File: config.mk
export PLATFORM = sky130hd
export DESIGN_NAME = i2c_cond_detect
export DESIGN_NICKNAME = d
export VERILOG_FILES = /design/src/rtl/i2c_cond_pkg.sv /design/src/rtl/i2c_cond_sync.sv /design/src/rtl/i2c_sat_cnt.sv /design/src/rtl/i2c_cond_qual.sv /design/src/rtl/i2c_cond_flags.sv /design/src/rtl/i2c_cond_detect.sv
export SDC_FILE = /design/constraint.sdc
export NUM_CORES = 1
export LEC_CHECK = 0
export CORE_MARGIN = 2
export CORE_UTILIZATION = 55
export DETAILED_ROUTE_END_ITERATION = 12
export GPL_TIMING_DRIVEN = 0
export PLACE_DENSITY = 0.86
export SYNTH_ARGS = -nofsm -noshare
export SYNTH_HDL_FRONTEND = slang
export SYNTH_SLANG_ARGS = --single-unit
export TNS_END_PERCENT = 100
File: constraint.sdc
create_clock -name clk -period 4.95 [get_ports clk]
set_input_delay 0.7425 -clock clk [delete_from_list [all_inputs] [get_ports clk]]
set_output_delay 0.7425 -clock clk [all_outputs]
set_load 0.03 [all_outputs]
File: src/rtl/i2c_cond_pkg.sv
package i2c_cond_pkg;

   typedef enum logic [1:0] {
      COND_NONE  = 2'd0,
      COND_START = 2'd1,
      COND_STOP  = 2'd2
   } cond_e;

endpackage

File: src/rtl/i2c_cond_sync.sv
module i2c_cond_sync #(
   parameter int STAGES = 2,
   parameter int WIDTH  = 2
) (
   input  logic             clk,
   input  logic             rst_n,
   input  logic [WIDTH-1:0] d,
   output logic [WIDTH-1:0] q
);

   if (STAGES < 2) begin : g_bad_stages
      $error("i2c_cond_sync: STAGES must be at least 2");
   end

   logic [STAGES-1:0][WIDTH-1:0] stg;

   // idle bus level is high on both wires
   always_ff @(posedge clk or negedge rst_n) begin
      if (!rst_n) stg <= '1;
      else        stg <= {stg[STAGES-2:0], d};
   end

   assign q = stg[STAGES-1];

endmodule

File: src/rtl/i2c_sat_cnt.sv
module i2c_sat_cnt #(
   parameter int W = 8
) (
   input  logic         clk,
   input  logic         rst_n,
   input  logic         clr,
   input  logic         ld1,
   input  logic         inc,
   output logic [W-1:0] q
);

   localparam logic [W-1:0] MAXV = '1;

   always_ff @(posedge clk or negedge rst_n) begin
      if (!rst_n)           q <= '0;
      else if (clr)         q <= '0;
      else if (ld1)         q <= W'(1);
      else if (inc && q != MAXV) q <= q + 1'b1;
   end

endmodule

File: src/rtl/i2c_cond_qual.sv
module i2c_cond_qual
   import i2c_cond_pkg::*;
#(
   parameter int CNT_W  = 8,
   parameter int STD_RL = 26,
   parameter int STD_SU = 13,
   parameter int STD_HD = 13,
   parameter int HS_RL  = 4,
   parameter int HS_SU  = 2,
   parameter int HS_HD  = 2
) (
   input  logic  clk,
   input  logic  rst_n,
   input  logic  scl_s,
   input  logic  sda_s,
   input  logic  hs_mode,
   output cond_e hit
);

   localparam logic [CNT_W-1:0] C_STD_RL = CNT_W'(STD_RL);
   localparam logic [CNT_W-1:0] C_STD_SU = CNT_W'(STD_SU);
   localparam logic [CNT_W-1:0] C_STD_HD = CNT_W'(STD_HD);
   localparam logic [CNT_W-1:0] C_HS_RL  = CNT_W'(HS_RL);
   localparam logic [CNT_W-1:0] C_HS_SU  = CNT_W'(HS_SU);
   localparam logic [CNT_W-1:0] C_HS_HD  = CNT_W'(HS_HD);

   logic             scl_q, sda_q;
   logic             sda_edge, cand, fire, pend;
   cond_e            pend_kind;
   logic [CNT_W-1:0] high_cnt, hold_cnt;
   logic [CNT_W-1:0] t_rl, t_su, t_hd;

   always_ff @(posedge clk or negedge rst_n) begin
      if (!rst_n) begin
         scl_q <= 1'b1;
         sda_q <= 1'b1;
      end else begin
         scl_q <= scl_s;
         sda_q <= sda_s;
      end
   end

   assign t_rl = hs_mode ? C_HS_RL : C_STD_RL;
   assign t_su = hs_mode ? C_HS_SU : C_STD_SU;
   assign t_hd = hs_mode ? C_HS_HD : C_STD_HD;

   assign sda_edge = (sda_s != sda_q);
   assign cand     = sda_edge && scl_s && scl_q;

   // cycles SCL has been high before the current sample
   i2c_sat_cnt #(.W(CNT_W)) u_high (
      .clk(clk), .rst_n(rst_n),
      .clr(!scl_s), .ld1(1'b0), .inc(scl_s),
      .q(high_cnt)
   );

   // cycles since the SDA change with bus frozen
   i2c_sat_cnt #(.W(CNT_W)) u_hold (
      .clk(clk), .rst_n(rst_n),
      .clr(!scl_s), .ld1(cand), .inc(pend),
      .q(hold_cnt)
   );

   assign fire = pend && scl_s && !sda_edge &&
                 (hold_cnt > t_hd) && (high_cnt > t_rl);

   always_ff @(posedge clk or negedge rst_n) begin
      if (!rst_n) begin
         pend      <= 1'b0;
         pend_kind <= COND_NONE;
      end else if (cand) begin
         pend      <= (high_cnt > t_su);
         pend_kind <= sda_s ? COND_STOP : COND_START;
      end else if (!scl_s || fire) begin
         pend      <= 1'b0;
      end
   end

   assign hit = fire ? pend_kind : COND_NONE;


   hold_needs_scl_chk: assert property (@(posedge clk) disable iff (!rst_n)
      (hit != COND_NONE) |-> $past(scl_s));


   cand_after_high_chk: assert property (@(posedge clk) disable iff (!rst_n)
      $rose(pend) |-> $past(scl_q));

endmodule

File: src/rtl/i2c_cond_flags.sv
module i2c_cond_flags
   import i2c_cond_pkg::*;
(
   input  logic  clk,
   input  logic  rst_n,
   input  cond_e hit,
   input  logic  is_master,
   output logic  start_pulse,
   output logic  stop_pulse,
   output logic  bus_busy,
   output logic  irq_pulse
);

   always_ff @(posedge clk or negedge rst_n) begin
      if (!rst_n) begin
         start_pulse <= 1'b0;
         stop_pulse  <= 1'b0;
         irq_pulse   <= 1'b0;
         bus_busy    <= 1'b0;
      end else begin
         start_pulse <= (hit == COND_START);
         stop_pulse  <= (hit == COND_STOP);
         irq_pulse   <= (hit == COND_STOP) && !is_master;
         if (hit == COND_START)     bus_busy <= 1'b1;
         else if (hit == COND_STOP) bus_busy <= 1'b0;
      end
   end


   irq_with_stop_chk: assert property (@(posedge clk) disable iff (!rst_n)
      irq_pulse |-> stop_pulse);


   busy_on_start_chk: assert property (@(posedge clk) disable iff (!rst_n)
      start_pulse |-> bus_busy);


   busy_steady_chk: assert property (@(posedge clk) disable iff (!rst_n)
      (!start_pulse && !stop_pulse) |-> (bus_busy == $past(bus_busy)));

endmodule

File: src/rtl/i2c_cond_detect.sv
module i2c_cond_detect
   import i2c_cond_pkg::*;
#(
   parameter int SYNC_STAGES = 2,
   parameter int CNT_W       = 8,
   parameter int STD_RL      = 26,
   parameter int STD_SU      = 13,
   parameter int STD_HD      = 13,
   parameter int HS_RL       = 4,
   parameter int HS_SU       = 2,
   parameter int HS_HD       = 2
) (
   input  logic clk,
   input  logic rst_n,
   input  logic scl_in,
   input  logic sda_in,
   input  logic hs_mode,
   input  logic is_master,
   output logic start_pulse,
   output logic stop_pulse,
   output logic bus_busy,
   output logic irq_pulse
);

   localparam int MAX_T = (STD_RL > HS_RL) ? STD_RL : HS_RL;

   if (MAX_T + 2 >= (1 << CNT_W)) begin : g_bad_width
      $error("i2c_cond_detect: CNT_W too small for the release minimum");
   end
   if (STD_HD < 1 || HS_HD < 1) begin : g_bad_hold
      $error("i2c_cond_detect: hold minimums must be at least 1");
   end

   logic [1:0] bus_s;
   logic       scl_s, sda_s;
   cond_e      hit;

   i2c_cond_sync #(.STAGES(SYNC_STAGES), .WIDTH(2)) u_sync (
      .clk(clk), .rst_n(rst_n),
      .d({scl_in, sda_in}), .q(bus_s)
   );

   assign scl_s = bus_s[1];
   assign sda_s = bus_s[0];

   i2c_cond_qual #(
      .CNT_W(CNT_W),
      .STD_RL(STD_RL), .STD_SU(STD_SU), .STD_HD(STD_HD),
      .HS_RL(HS_RL),   .HS_SU(HS_SU),   .HS_HD(HS_HD)
   ) u_qual (
      .clk(clk), .rst_n(rst_n),
      .scl_s(scl_s), .sda_s(sda_s), .hs_mode(hs_mode),
      .hit(hit)
   );

   i2c_cond_flags u_flags (
      .clk(clk), .rst_n(rst_n),
      .hit(hit), .is_master(is_master),
      .start_pulse(start_pulse), .stop_pulse(stop_pulse),
      .bus_busy(bus_busy), .irq_pulse(irq_pulse)
   );


   start_sda_low_chk: assert property (@(posedge clk) disable iff (!rst_n)
      start_pulse |-> !$past(sda_s));


   stop_sda_high_chk: assert property (@(posedge clk) disable iff (!rst_n)
      stop_pulse |-> $past(sda_s));


   start_single_chk: assert property (@(posedge clk) disable iff (!rst_n)
      start_pulse |=> !start_pulse);


   stop_single_chk: assert property (@(posedge clk) disable iff (!rst_n)
      stop_pulse |=> !stop_pulse);

endmodule

==> flow_summary_export.csv <==
group,metric,value,unit
min_path,hold_class,"reg2reg",
logic_synthesis,yosysSeqAreaShare,46.5,%
clocking,ctsHoldBuffers,0,
clocking,clk_latency,330,ps
timing,max_freq,309,MHz
min_path,min-delay-start,"u_sync.stg[0]",
power_and_ir_drop,p_leak,0.796,nW
logic_synthesis,synth_edf_count,0,
clocking,htree_levels,2,
global_route,grt_start_max_net_pins,30,
global_route,first_global_vias,1248,
power_and_ir_drop,vdd_drop_max,0.000239,V
placement,numPortBuffers,9,
critical_path,criticalPathCategory,"in2reg",
global_route,antenna_found_initial,0,
logic_synthesis,ys.flop_type,"dfrtp_1",
placement,gp_congestion,0.791,
critical_path,critPathLaunchType,"input pin",
global_route,grt-ovfl-total,0,
floorplanning,die_h,57.5,um
critical_path,cp.arrival,3460,ps
clocking,clockBufferDepth,2,
detailed_routing,drt_iter0_markers,23,
power_and_ir_drop,power.density,261,nW/um^2
critical_path,cp-end-kind,"flip-flop",
floorplanning,core-area,2730,sq um
min_path,min_delay_worst_endpoint,"u_sync.q[0]",
critical_path,critical_path.slowest_cell,"clkdlybuf4s50_1",
critical_path,r2r-end,"u_flags.bus_busy",
critical_path,reg2reg_depth,8,
finish,n_antenna_cell,0,
global_route,grt_use_total,20.8,%
floorplanning,fp-row-count,19,
placement,post-place-cells,202,
logic_synthesis,synth.area.top_cells,"dfrtp_1, ha_1, dfstp_2",
timing,relSlewSlack,59.0,%
detailed_routing,wl,2.99,mm
timing,rsz0062_at_grt,"no",
logic_synthesis,yosys_register_bits,29,
detailed_routing,drtPass1Iterations,4,
logic_synthesis,syn-cell-area,1580,sq um
timing,layout_min_cycle_time,3240,ps
logic_synthesis,ys_async_sr_fraction,100,%
timing,report.final.slew_viol_count,0,
floorplanning,die_width,57.5,um
run,cap_violations,0,
detailed_routing,drc,0,
global_route,grt_pass1_wl,5.26,mm
timing,fin_crit_sh,65.4,%
logic_synthesis,synth_warnings,0,
critical_path,cpMostUsedCell,"ha_1",
floorplanning,top_level_ports,10,
logic_synthesis,ys_types,36,
critical_path,regToRegStartpoint,"u_qual.u_hold.q[3]",
clocking,ctsResizeCount,0,
finish,instances_no_fill,210,
timing,hold_viol,0,
critical_path,slowest_delay,600,ps
timing,setup_viol,0,
detailed_routing,vias_per_cell,5.84,
critical_path,path_max_fanout,6,
finish,layout-area-overhead-vs-synth,12.3,%
clocking,post-cts-setup-buffers,0,
timing,finClkSkew,10.8,ps
critical_path,path_cells,"clkdlybuf4s50_1 -> inv_1 -> ha_1 -> nor2b_1 -> o2111ai_1 -> a311oi_2 -> o41ai_2 -> or2_1 -> ha_1 -> mux2_2",
detailed_routing,num_vias,1227,
finish,final_cell_mix,"dfrtp_1, nor2_1, nand2_1",
min_path,hold_depth,0,
clocking,cts-root-buf,"clkbuf_4",
floorplanning,die_area,3310,sq um
timing,fin_setup_tns,0,ps
logic_synthesis,synth_top_cell_area_share,36.5,%
critical_path,cp.required,5180,ps
logic_synthesis,synth_area_per_cell,9.72,sq um
detailed_routing,wl_per_cell,14.2,um
logic_synthesis,synth_top_area_cell,"dfrtp_1",
finish,drive_above_1_share,10.6,%
clocking,cts.sinks,29,
timing,worst_pin_slew,616,ps
detailed_routing,ant_nets,0,
critical_path,r2r_slack,2460,ps
status,run_status,"completed",
clocking,cts_buffers,5,
finish,final_nets,199,
logic_synthesis,syn_nets,183,
logic_synthesis,synth_cells,162,
floorplanning,start_util,57.6,%
finish,layout_commonest_cell,"dfrtp_1",
clocking,clk_pin_slew,100,ps
placement,place_hpwl,2.23,mm
clocking,cts_tree,"built",
[Yosys cell counts, types with 2 or more instances]
cell type / n
nand4_1: 5
nand3_1: 8
nand2_1: 20
a21oi_1: 8
nor3_1: 2
nor2_1: 20
nor2b_1: 3
dfrtp_1: 23
o21ai_0: 8
nor4_1: 2
dfstp_2: 6
mux2i_1: 2
or2_1: 3
xnor2_1: 2
ha_1: 15
xor2_1: 5
and3_1: 2
a41o_1: 2
inv_1: 9
[final cells by class]
type	count	area, sq um
buffer	2	15.0
fill	209	965
multi-input combinational	122	793
tap	31	38.8
clock buffer	7	65.1
inverter	9	33.8
sequential	29	733
clock inverter	1	5.00
timing repair buffer	9	85.1
[report_power, final]
group          internal (mW)  leakage [nW]  switching (mW)  total (mW)
clock network         0.0822        0.0413          0.0826       0.165
logic                 0.0175         0.382          0.0262      0.0437
registers              0.246         0.372         0.00784       0.254
[sequential cells by signal, summed over array words and instances (netlist names)]
signal and cells:
u_sync.q 2, u_qual.scl_q 1, u_qual.sda_q 1, u_flags.irq_pulse 1, u_qual.u_hold.q 8, u_qual.u_high.q 8, u_flags.bus_busy 1, u_qual.pend 1
u_sync.stg 2, u_qual.pend_kind 2, u_flags.stop_pulse 1, u_flags.start_pulse 1
[worst max-delay path, delay by kind of cell]
family | cells | cell delay [ps]
AND/OR/NAND/NOR | 2 | 390
buffers and inverters | 2 | 780
adder cells (fa/ha/maj) | 2 | 620
multiplexers | 1 | 320
AO/OA/AOI/OAI | 3 | 610
[kinds of logic after synthesis]
group,share of synthesized area (%)
simple gates,21.0
buf+inv,3.10
fa+ha+maj,11.9
xor+xnor,3.89
flops,46.5
mux,1.99
compound gates,11.6
[per-stage QoR]
step / hold slack (ps) / power (mW) / area, sq um / utilization (%) / worst slack (ps)
floorplan: 345 / 0.283 / 1580 / - / 2230
global placement: 346 / 0.297 / 1700 / 62.3 / 1450
detailed placement: 347 / 0.303 / 1700 / 62.3 / 1320
CTS: 360 / 0.466 / 1770 / 64.9 / 1680
global route: 366 / 0.481 / 1770 / 64.7 / 1500
finish: 359 / 0.462 / 1770 / 64.7 / 1710
[metal layers]
metal | track usage (%) | wire length, um
met4 | 11.6 | 74
met3 | 4.99 | 89
met1 | 23.1 | 1280
met2 | 36.2 | 1550
met5 | 0 | 0
[worst max-delay path by stage]
stage	startpoint	to	slack (ps)	depth (start not counted)
4_1_cts	hs_mode	u_flags.bus_busy	1680	10
2_1_floorplan	hs_mode	u_flags.bus_busy	2230	8
5_1_grt	hs_mode	u_flags.bus_busy	1500	10
3_3_place_gp	hs_mode	u_flags.bus_busy	1450	9
6_report	hs_mode	u_flags.bus_busy	1710	10
3_5_place_dp	hs_mode	u_flags.bus_busy	1320	10
Note: power is estimated with default switching activity, not from simulation.
